File: src/rtl/adc_pd_pkg.sv
package adc_pd_pkg;

   typedef enum logic [1:0] {
      ST_IDLE = 2'd0,
      ST_WAKE = 2'd1,
      ST_CONV = 2'd2,
      ST_READ = 2'd3
   } pd_state_e;

endpackage

File: src/rtl/adc_pd_sync.sv
module adc_pd_sync #(
   parameter int   STAGES  = 2,
   parameter logic RST_VAL = 1'b1
) (
   input  logic clk,
   input  logic rst_n,
   input  logic d_i,
   output logic q_o,
   output logic rise_o
);

   logic [STAGES-1:0] chain_q;
   logic              last_q;

   generate
      if (STAGES == 1) begin : g_single
         always_ff @(posedge clk or negedge rst_n) begin
            if (!rst_n) chain_q <= RST_VAL;
            else        chain_q <= d_i;
         end
      end else begin : g_multi
         always_ff @(posedge clk or negedge rst_n) begin
            if (!rst_n) chain_q <= {STAGES{RST_VAL}};
            else        chain_q <= {chain_q[STAGES-2:0], d_i};
         end
      end
   endgenerate

   assign q_o = chain_q[STAGES-1];

   always_ff @(posedge clk or negedge rst_n) begin
      if (!rst_n) last_q <= RST_VAL;
      else        last_q <= q_o;
   end

   assign rise_o = q_o & ~last_q;

endmodule

File: src/rtl/adc_pd_timer.sv
module adc_pd_timer #(
   parameter int W = 8
) (
   input  logic         clk,
   input  logic         rst_n,
   input  logic         load_i,
   input  logic [W-1:0] val_i,
   output logic         zero_o
);

   logic [W-1:0] cnt_q;

   always_ff @(posedge clk or negedge rst_n) begin
      if (!rst_n)               cnt_q <= '0;
      else if (load_i)          cnt_q <= val_i;
      else if (cnt_q != '0)     cnt_q <= cnt_q - 1'b1;
   end

   assign zero_o = (cnt_q == '0);

endmodule

File: src/rtl/adc_pd_capture.sv
module adc_pd_capture #(
   parameter int DATA_W = 8
) (
   input  logic              clk,
   input  logic              rst_n,
   input  logic              take_i,
   input  logic [DATA_W-1:0] db_i,
   output logic [DATA_W-1:0] data_o,
   output logic              valid_o
);

   always_ff @(posedge clk or negedge rst_n) begin
      if (!rst_n) begin
         data_o  <= '0;
         valid_o <= 1'b0;
      end else begin
         valid_o <= take_i;
         if (take_i) data_o <= db_i;
      end
   end

endmodule

File: src/rtl/adc_pd_ctrl.sv
module adc_pd_ctrl #(
   parameter int DATA_W       = 8,
   parameter int WAKE_CYC     = 20,
   parameter int CONV_TMO_CYC = 60,
   parameter int RD_CYC       = 4,
   parameter int SYNC_STAGES  = 2
) (
   input  logic              clk,
   input  logic              rst_n,
   input  logic              start_i,
   input  logic              eoc_i,
   input  logic [DATA_W-1:0] db_i,
   output logic              cnv_n_o,
   output logic              cs_n_o,
   output logic              rd_n_o,
   output logic [DATA_W-1:0] data_o,
   output logic              valid_o,
   output logic              busy_o
);
   import adc_pd_pkg::*;

   localparam int MAX_A   = (WAKE_CYC > CONV_TMO_CYC) ? WAKE_CYC : CONV_TMO_CYC;
   localparam int MAX_CYC = (MAX_A > RD_CYC) ? MAX_A : RD_CYC;
   localparam int CNT_W   = $clog2(MAX_CYC + 1);
   localparam logic [CNT_W-1:0] WAKE_LD = CNT_W'(WAKE_CYC - 1);
   localparam logic [CNT_W-1:0] TMO_LD  = CNT_W'(CONV_TMO_CYC - 1);
   localparam logic [CNT_W-1:0] RD_LD   = CNT_W'(RD_CYC - 1);

   generate
      if (DATA_W < 1 || WAKE_CYC < 1 || CONV_TMO_CYC < 1 || RD_CYC < 1) begin : g_bad_len
         $error("adc_pd_ctrl: widths and cycle counts must be at least 1");
      end
      if (SYNC_STAGES < 1) begin : g_bad_sync
         $error("adc_pd_ctrl: SYNC_STAGES must be at least 1");
      end
   endgenerate

   pd_state_e        state_q, state_d;
   logic             cnv_n_q;
   logic             eoc_s, eoc_rise;
   logic             tmr_load, tmr_zero;
   logic [CNT_W-1:0] tmr_val;
   logic             take;

   adc_pd_sync #(
      .STAGES (SYNC_STAGES),
      .RST_VAL(1'b1)
   ) u_eoc_sync (
      .clk   (clk),
      .rst_n (rst_n),
      .d_i   (eoc_i),
      .q_o   (eoc_s),
      .rise_o(eoc_rise)
   );

   adc_pd_timer #(
      .W(CNT_W)
   ) u_timer (
      .clk   (clk),
      .rst_n (rst_n),
      .load_i(tmr_load),
      .val_i (tmr_val),
      .zero_o(tmr_zero)
   );

   always_comb begin
      state_d  = state_q;
      tmr_load = 1'b0;
      tmr_val  = '0;
      take     = 1'b0;
      unique case (state_q)
         ST_IDLE: if (start_i) begin
            state_d  = ST_WAKE;
            tmr_load = 1'b1;
            tmr_val  = WAKE_LD;
         end
         ST_WAKE: if (tmr_zero) begin
            state_d  = ST_CONV;
            tmr_load = 1'b1;
            tmr_val  = TMO_LD;
         end
         ST_CONV: if (eoc_rise || tmr_zero) begin
            state_d  = ST_READ;
            tmr_load = 1'b1;
            tmr_val  = RD_LD;
         end
         ST_READ: if (tmr_zero) begin
            state_d = ST_IDLE;
            take    = 1'b1;
         end
         default: state_d = ST_IDLE;
      endcase
   end

   always_ff @(posedge clk or negedge rst_n) begin
      if (!rst_n) begin
         state_q <= ST_IDLE;
         cnv_n_q <= 1'b1;
      end else begin
         state_q <= state_d;
         if (state_q == ST_IDLE && state_d == ST_WAKE)      cnv_n_q <= 1'b1;
         else if (state_q == ST_WAKE && state_d == ST_CONV) cnv_n_q <= 1'b0;
      end
   end

   adc_pd_capture #(
      .DATA_W(DATA_W)
   ) u_capture (
      .clk    (clk),
      .rst_n  (rst_n),
      .take_i (take),
      .db_i   (db_i),
      .data_o (data_o),
      .valid_o(valid_o)
   );

   assign cnv_n_o = cnv_n_q;
   assign cs_n_o  = (state_q != ST_READ);
   assign rd_n_o  = (state_q != ST_READ);
   assign busy_o  = (state_q != ST_IDLE);

endmodule

File: config.mk
export PLATFORM = sky130hd
export DESIGN_NAME = adc_pd_ctrl
export DESIGN_NICKNAME = d
export VERILOG_FILES = /design/src/rtl/adc_pd_pkg.sv /design/src/rtl/adc_pd_sync.sv /design/src/rtl/adc_pd_timer.sv /design/src/rtl/adc_pd_capture.sv /design/src/rtl/adc_pd_ctrl.sv
export SDC_FILE = /design/constraint.sdc
export NUM_CORES = 1
export LEC_CHECK = 0
export ABC_AREA = 1
export CORE_ASPECT_RATIO = 2
export CORE_MARGIN = 1.5
export CORE_UTILIZATION = 34
export DETAILED_ROUTE_END_ITERATION = 10
export PLACE_DENSITY = 0.55
export SYNTH_ARGS = -nofsm -noshare
export SYNTH_HDL_FRONTEND = slang
export SYNTH_SLANG_ARGS = --single-unit
File: constraint.sdc
create_clock -name clk -period 3.5 [get_ports clk]
set_input_delay 0.7 -clock clk [delete_from_list [all_inputs] [get_ports clk]]
set_output_delay 0.7 -clock clk [all_outputs]
set_load 0.02 [all_outputs]
# Yosys cells after proc, flatten, opt, wreduce, memory -nomap -nowiden
# Index checks and enable logic that the tools add are counted.
# classes
bitwise_logic,2
n_addsub,1
n_eq_ne,6
n_mux,18
n_reduce_logical,9
# ops
operator,n
$mux W6,3
$pmux W6 S3,1
$mux W2,5
$pmux W2 S4,1
$eq A2 B2 Y1 const B,3
$logic_not A6 Y1,1
$mux W1,6
$reduce_bool A2 Y1,3
$reduce_bool A6 Y1,1
$sub A6 B1 Y6 const B,1
$mux W5,1
$eq A2 B1 Y1 const B,2
$pmux W1 S3,1
$logic_and A1 B1 Y1,2
$logic_not A2 Y1,1
$ne A2 B2 Y1 const B,1
$and A1 B1 Y1,1
$logic_or A1 B1 Y1,1
$not A1 Y1,1
# totals
elab_cells,43
inputBits,12
register_bits,21

# Logic depth before layout (Yosys ltp)
# logic_depth
ltp_word,9
depth_mapped,9
mapped_depth_nobuf,9

# Modules after synthesis
# Synthesis repeated with hierarchy kept, for this count alone.
# hier_totals
hier_cells,123
hier_area_um2,1017.2
# modules_own_cells
module,area_each_um2,seq_area_each_um2,cells_each,instances
adc_pd_timer,412.9,150.1,55,1
adc_pd_capture,330.3,225.2,35,1
adc_pd_ctrl,185.2,76.3,28,1
adc_pd_sync,88.8,78.8,5,1

# Least setup slack after synthesis
# Ideal clock, no wire load.
# synth_path
path_kind,reg2out
start,register state_q[0]
end,output port rd_n_o
arrival_time_ns,0.822
slack_ns,1.978
n_path_buf,1
path_stages_with_launch,3
required_time_ns,2.800
cell_sequence,dfrtp_1 -> nand2_1 -> buf_4
# synth_via
elab_chain_cells,1
# synth_lines
element,line,text
"start, declared",adc_pd_ctrl.sv:38,"pd_state_e state_q, state_d;"
"start signal, assigned",adc_pd_ctrl.sv:100,state_q <= state_d;
$ne A2 B2 Y1,n/a,
"end, declared",adc_pd_ctrl.sv:15,"output logic rd_n_o,"
# No other way between the ends.

# Worst setup path in the final report
# layout_path
start,register state_q[0]
end,output port cs_n_o
# layout_via
elab_chain_cells,1
# layout_lines
element,line,text
$ne A2 B2 Y1,adc_pd_ctrl.sv:118,assign cs_n_o = (state_q != ST_READ);
"end, declared",adc_pd_ctrl.sv:14,"output logic cs_n_o,"
# No other way between the ends.

==> results.md <==
- Outcome: finished, final reports clean
- CTS tree: built
- Initial DRC Count: 6
- Total wire length: 1.873 mm
- Most frequent cells after synthesis: nand2_1 (41), dfrtp_1 (17), inv_1 (12), nor2_1 (8), nand3_1 (5)
- Worst Setup Start Kind: register
- Initial antenna violation count: 0
- Crit path DAT: 1.44 ns
- Avg Cell Area, Syn: between 8 and 9 um^2
- Port-buffer cells: 24
- Post-cts repair resize count: 0
- Share of layout cells above drive strength 1: 11.76%
- Number of global-route vias before repair: 816
- DR WL/cell: 11.35 um
- Worst vdd ir: around 0.37 mV
- Final clock skew: 0.003827 ns
- CTS buffer count: 3
- Largest net degree at the start of global routing: 22
- Yosys top cell area share: 44.10%
- Finished Cell Area: 1279 um^2
- Via/cell ratio: approximately 4.6
- Comb power frac: 46.9%
- Number of flops mapped to enable cells by yosys: 0
- Row count: 27
- Sequential fraction of the synthesis area: 54.99%
- Residual DRC count: 0
- WL met2: 1.102 mm
- WS Path Type: reg2out
- Largest area contributor in the netlist: dfrtp_1
- Final-stage net count: 151
- Core Util, Final: 46.73%
- CTS Sinks: 21
- Capture point of the worst reg-to-reg path: u_capture.data_o[4]
- Max layer used: met3
- Slew Limit Headroom: roughly two fifths
- Yosys warning count: 0
- Required @ worst endpoint: 2.80 ns
- Hold_ws: roughly 0.36 ns
- Min-Delay Path Class: reg2reg
- Placed Instance Area: approximately 1200 um^2
- N_diodes: 0
- Die extent in x: 40.67 um
- Post-cts hold buffer count: 0
- R2r startpoint: u_timer.cnt_q[0]
- Critical Path End: cs_n_o
- Starting Density: about a third
- Count leader, synth: nand2_1
- Crit Path Max Fanout: 4
- Via count: 767
- Fin crit share: between 60% and 70%
- Clk Latency, worst-skew pair: ~0.25 ns
- Dpl hpwl: 1.544 mm
- Fmax: 467.7 MHz
- Total global-route track usage: 13.97%
- Sw Ratio: around 39%
- Clock slew at reported path FFs: 0.07 ns
- I/O pin cnt: 25
- Slew Viols, Final: 0
- Pint: around 630 uW
- Worst Tran Pin Value: 0.9149 ns
- Post-CTS Setup Bufs: 0
- Final setup fails: 0
- Max Cap Viol: 0
- Overall die area: 3185 um^2
- Reg2Reg Setup Slack: 1.96 ns
- Overall die height: 78.33 um
- Met1 Wirelength: 696 um
- Synthesis-to-finish area growth: 32.56%
- Ys async rst share: 100.0%
- GRT Residual Overflow: 0
- GP Congestion: a little over 0.7
- First-pass GRT wire length: 3.174 mm
- H-tree depth: 1
- Crit end category: output pin
- Core area: ~2700 um^2
- Synth Cell Area: 964.7 um^2
- CTS max path bufs: 2
- Syn nets: about 120
- WL met3: about 74 um
- Unique masters post-synth: 20
- Top FF cell, synth: dfrtp_1
- Setup crit start: state_q[0]
- Drt first pass iters: 3
- Synthesized instance count: 109
- Root buffer cell: clkbuf_8
- NetSw: 408.3 uW
- # fillers: between 200 and 300
- RSZ-0062 raised after global routing: false
- Total power density per cell area: 810.7 nW/um^2
- Largest cells by area after synthesis: dfrtp_1 (44%), nand2_1 (16%), dfstp_2 (11%)
- Clock group share of total power: 14.7%
- Final hold violation count: 0
- Sequential share of power: 38.4%
- Static Leak: approximately 0.61 nW
- Crit path time final: ~2.1 ns
- #FFs+latches synth: 21
- Register-to-Register Path Depth: 7
- Number of antenna-violating nets in the routed design: 0
- Final TNS setup: 0 ns
[per-stage QoR]
stage / total power, mW / std cells / worst slack (ns)
after detailed placement: 0.8972 / 161 / 1.584
final: 1.037 / 165 / 1.362
after global routing: 1.125 / 165 / 1.304
after CTS: 1.057 / 165 / 1.343
after floorplan: 0.7141 / 109 / 1.978
after global placement: 0.8916 / 161 / 1.632
[placed cells by master (no fill, tap or decap)]
master	synthesis	layout
nand2_1	41	41
clkdlybuf4s50_1	0	24
dfrtp_1	17	17
inv_1	12	12
nor2_1	8	8
nand3_1	5	5
dfstp_2	4	4
nor2_4	3	3
xnor2_1	3	3
clkbuf_8	0	3
nor2_2	2	2
nand2_2	2	2
o21ai_0	2	2
ha_1	2	2
nand3_4	1	1
o211ai_1	1	1
a21oi_1	1	1
inv_2	1	1
nand4_1	1	1
a21boi_0	1	1
nor3_1	1	1
clkbuf_1	0	1
[state kept, by name (all words and copies together), names as in the netlist]
| name | count |
|---|---|
| cnv_n_o | 1 |
| state_q | 2 |
| u_capture.data_o | 8 |
| u_capture.valid_o | 1 |
| u_eoc_sync.chain_q | 2 |
| u_eoc_sync.last_q | 1 |
| u_timer.cnt_q | 6 |
[how the worst min path moves through the flow]
stage | startpoint | endpoint | depth (start not counted)
after floorplan | u_eoc_sync.chain_q[0] | u_eoc_sync.chain_q[1] | 0
after global placement | u_eoc_sync.chain_q[0] | u_eoc_sync.chain_q[1] | 0
after detailed placement | u_eoc_sync.chain_q[0] | u_eoc_sync.chain_q[1] | 0
final | u_eoc_sync.chain_q[0] | u_eoc_sync.chain_q[1] | 0
after global routing | u_eoc_sync.chain_q[0] | u_eoc_sync.chain_q[1] | 0
after CTS | u_eoc_sync.chain_q[0] | u_eoc_sync.chain_q[1] | 0
[critical path, stage by stage (launching register included)]
cell             delay [ns]
dfrtp_1                0.41
nand2_1                0.16
clkdlybuf4s50_1        0.63
[layout make-up]
type	count	area [um^2]	share of cell area [%]
clock buffers	4	45.04	3.522
well taps	29	36.28	2.838
multi-input cells	74	377.9	29.55
repair buffers	24	240.2	18.79
inverters	13	48.80	3.816
flip-flops and latches	21	530.5	41.49
[power by group through the flow]
stage                     registers (mW)  logic (mW)  clock network (mW)
after detailed placement           0.404       0.493                   0
after global placement             0.402       0.489                   0
after CTS                          0.401       0.496               0.159
after floorplan                    0.434       0.280                   0
final                              0.398       0.487               0.152
after global routing               0.409       0.547               0.169
[kinds of logic (layout without fill, tap and decap cells)]
| family | Yosys count | count (layout) | share of synthesized area [%] |
|---|---|---|---|
| flip-flops | 21 | 21 | 54.99 |
| AO/OA/AOI/OAI | 5 | 5 | 3.113 |
| adder cells (fa/ha/maj) | 2 | 2 | 2.594 |
| buffers and inverters | 14 | 41 | 5.836 |
| XOR/XNOR | 3 | 3 | 2.724 |
| AND/OR/NAND/NOR | 64 | 64 | 30.74 |
[per-layer routing]
metal  vias to the layer above  GRT usage (%)
met2                        22          26.83
li1                        387              -
met4                         0          4.000
met3                         0          1.695
met5                         -              0
met1                       358          13.70
No activity file was read; power rests on OpenSTA's default activity.
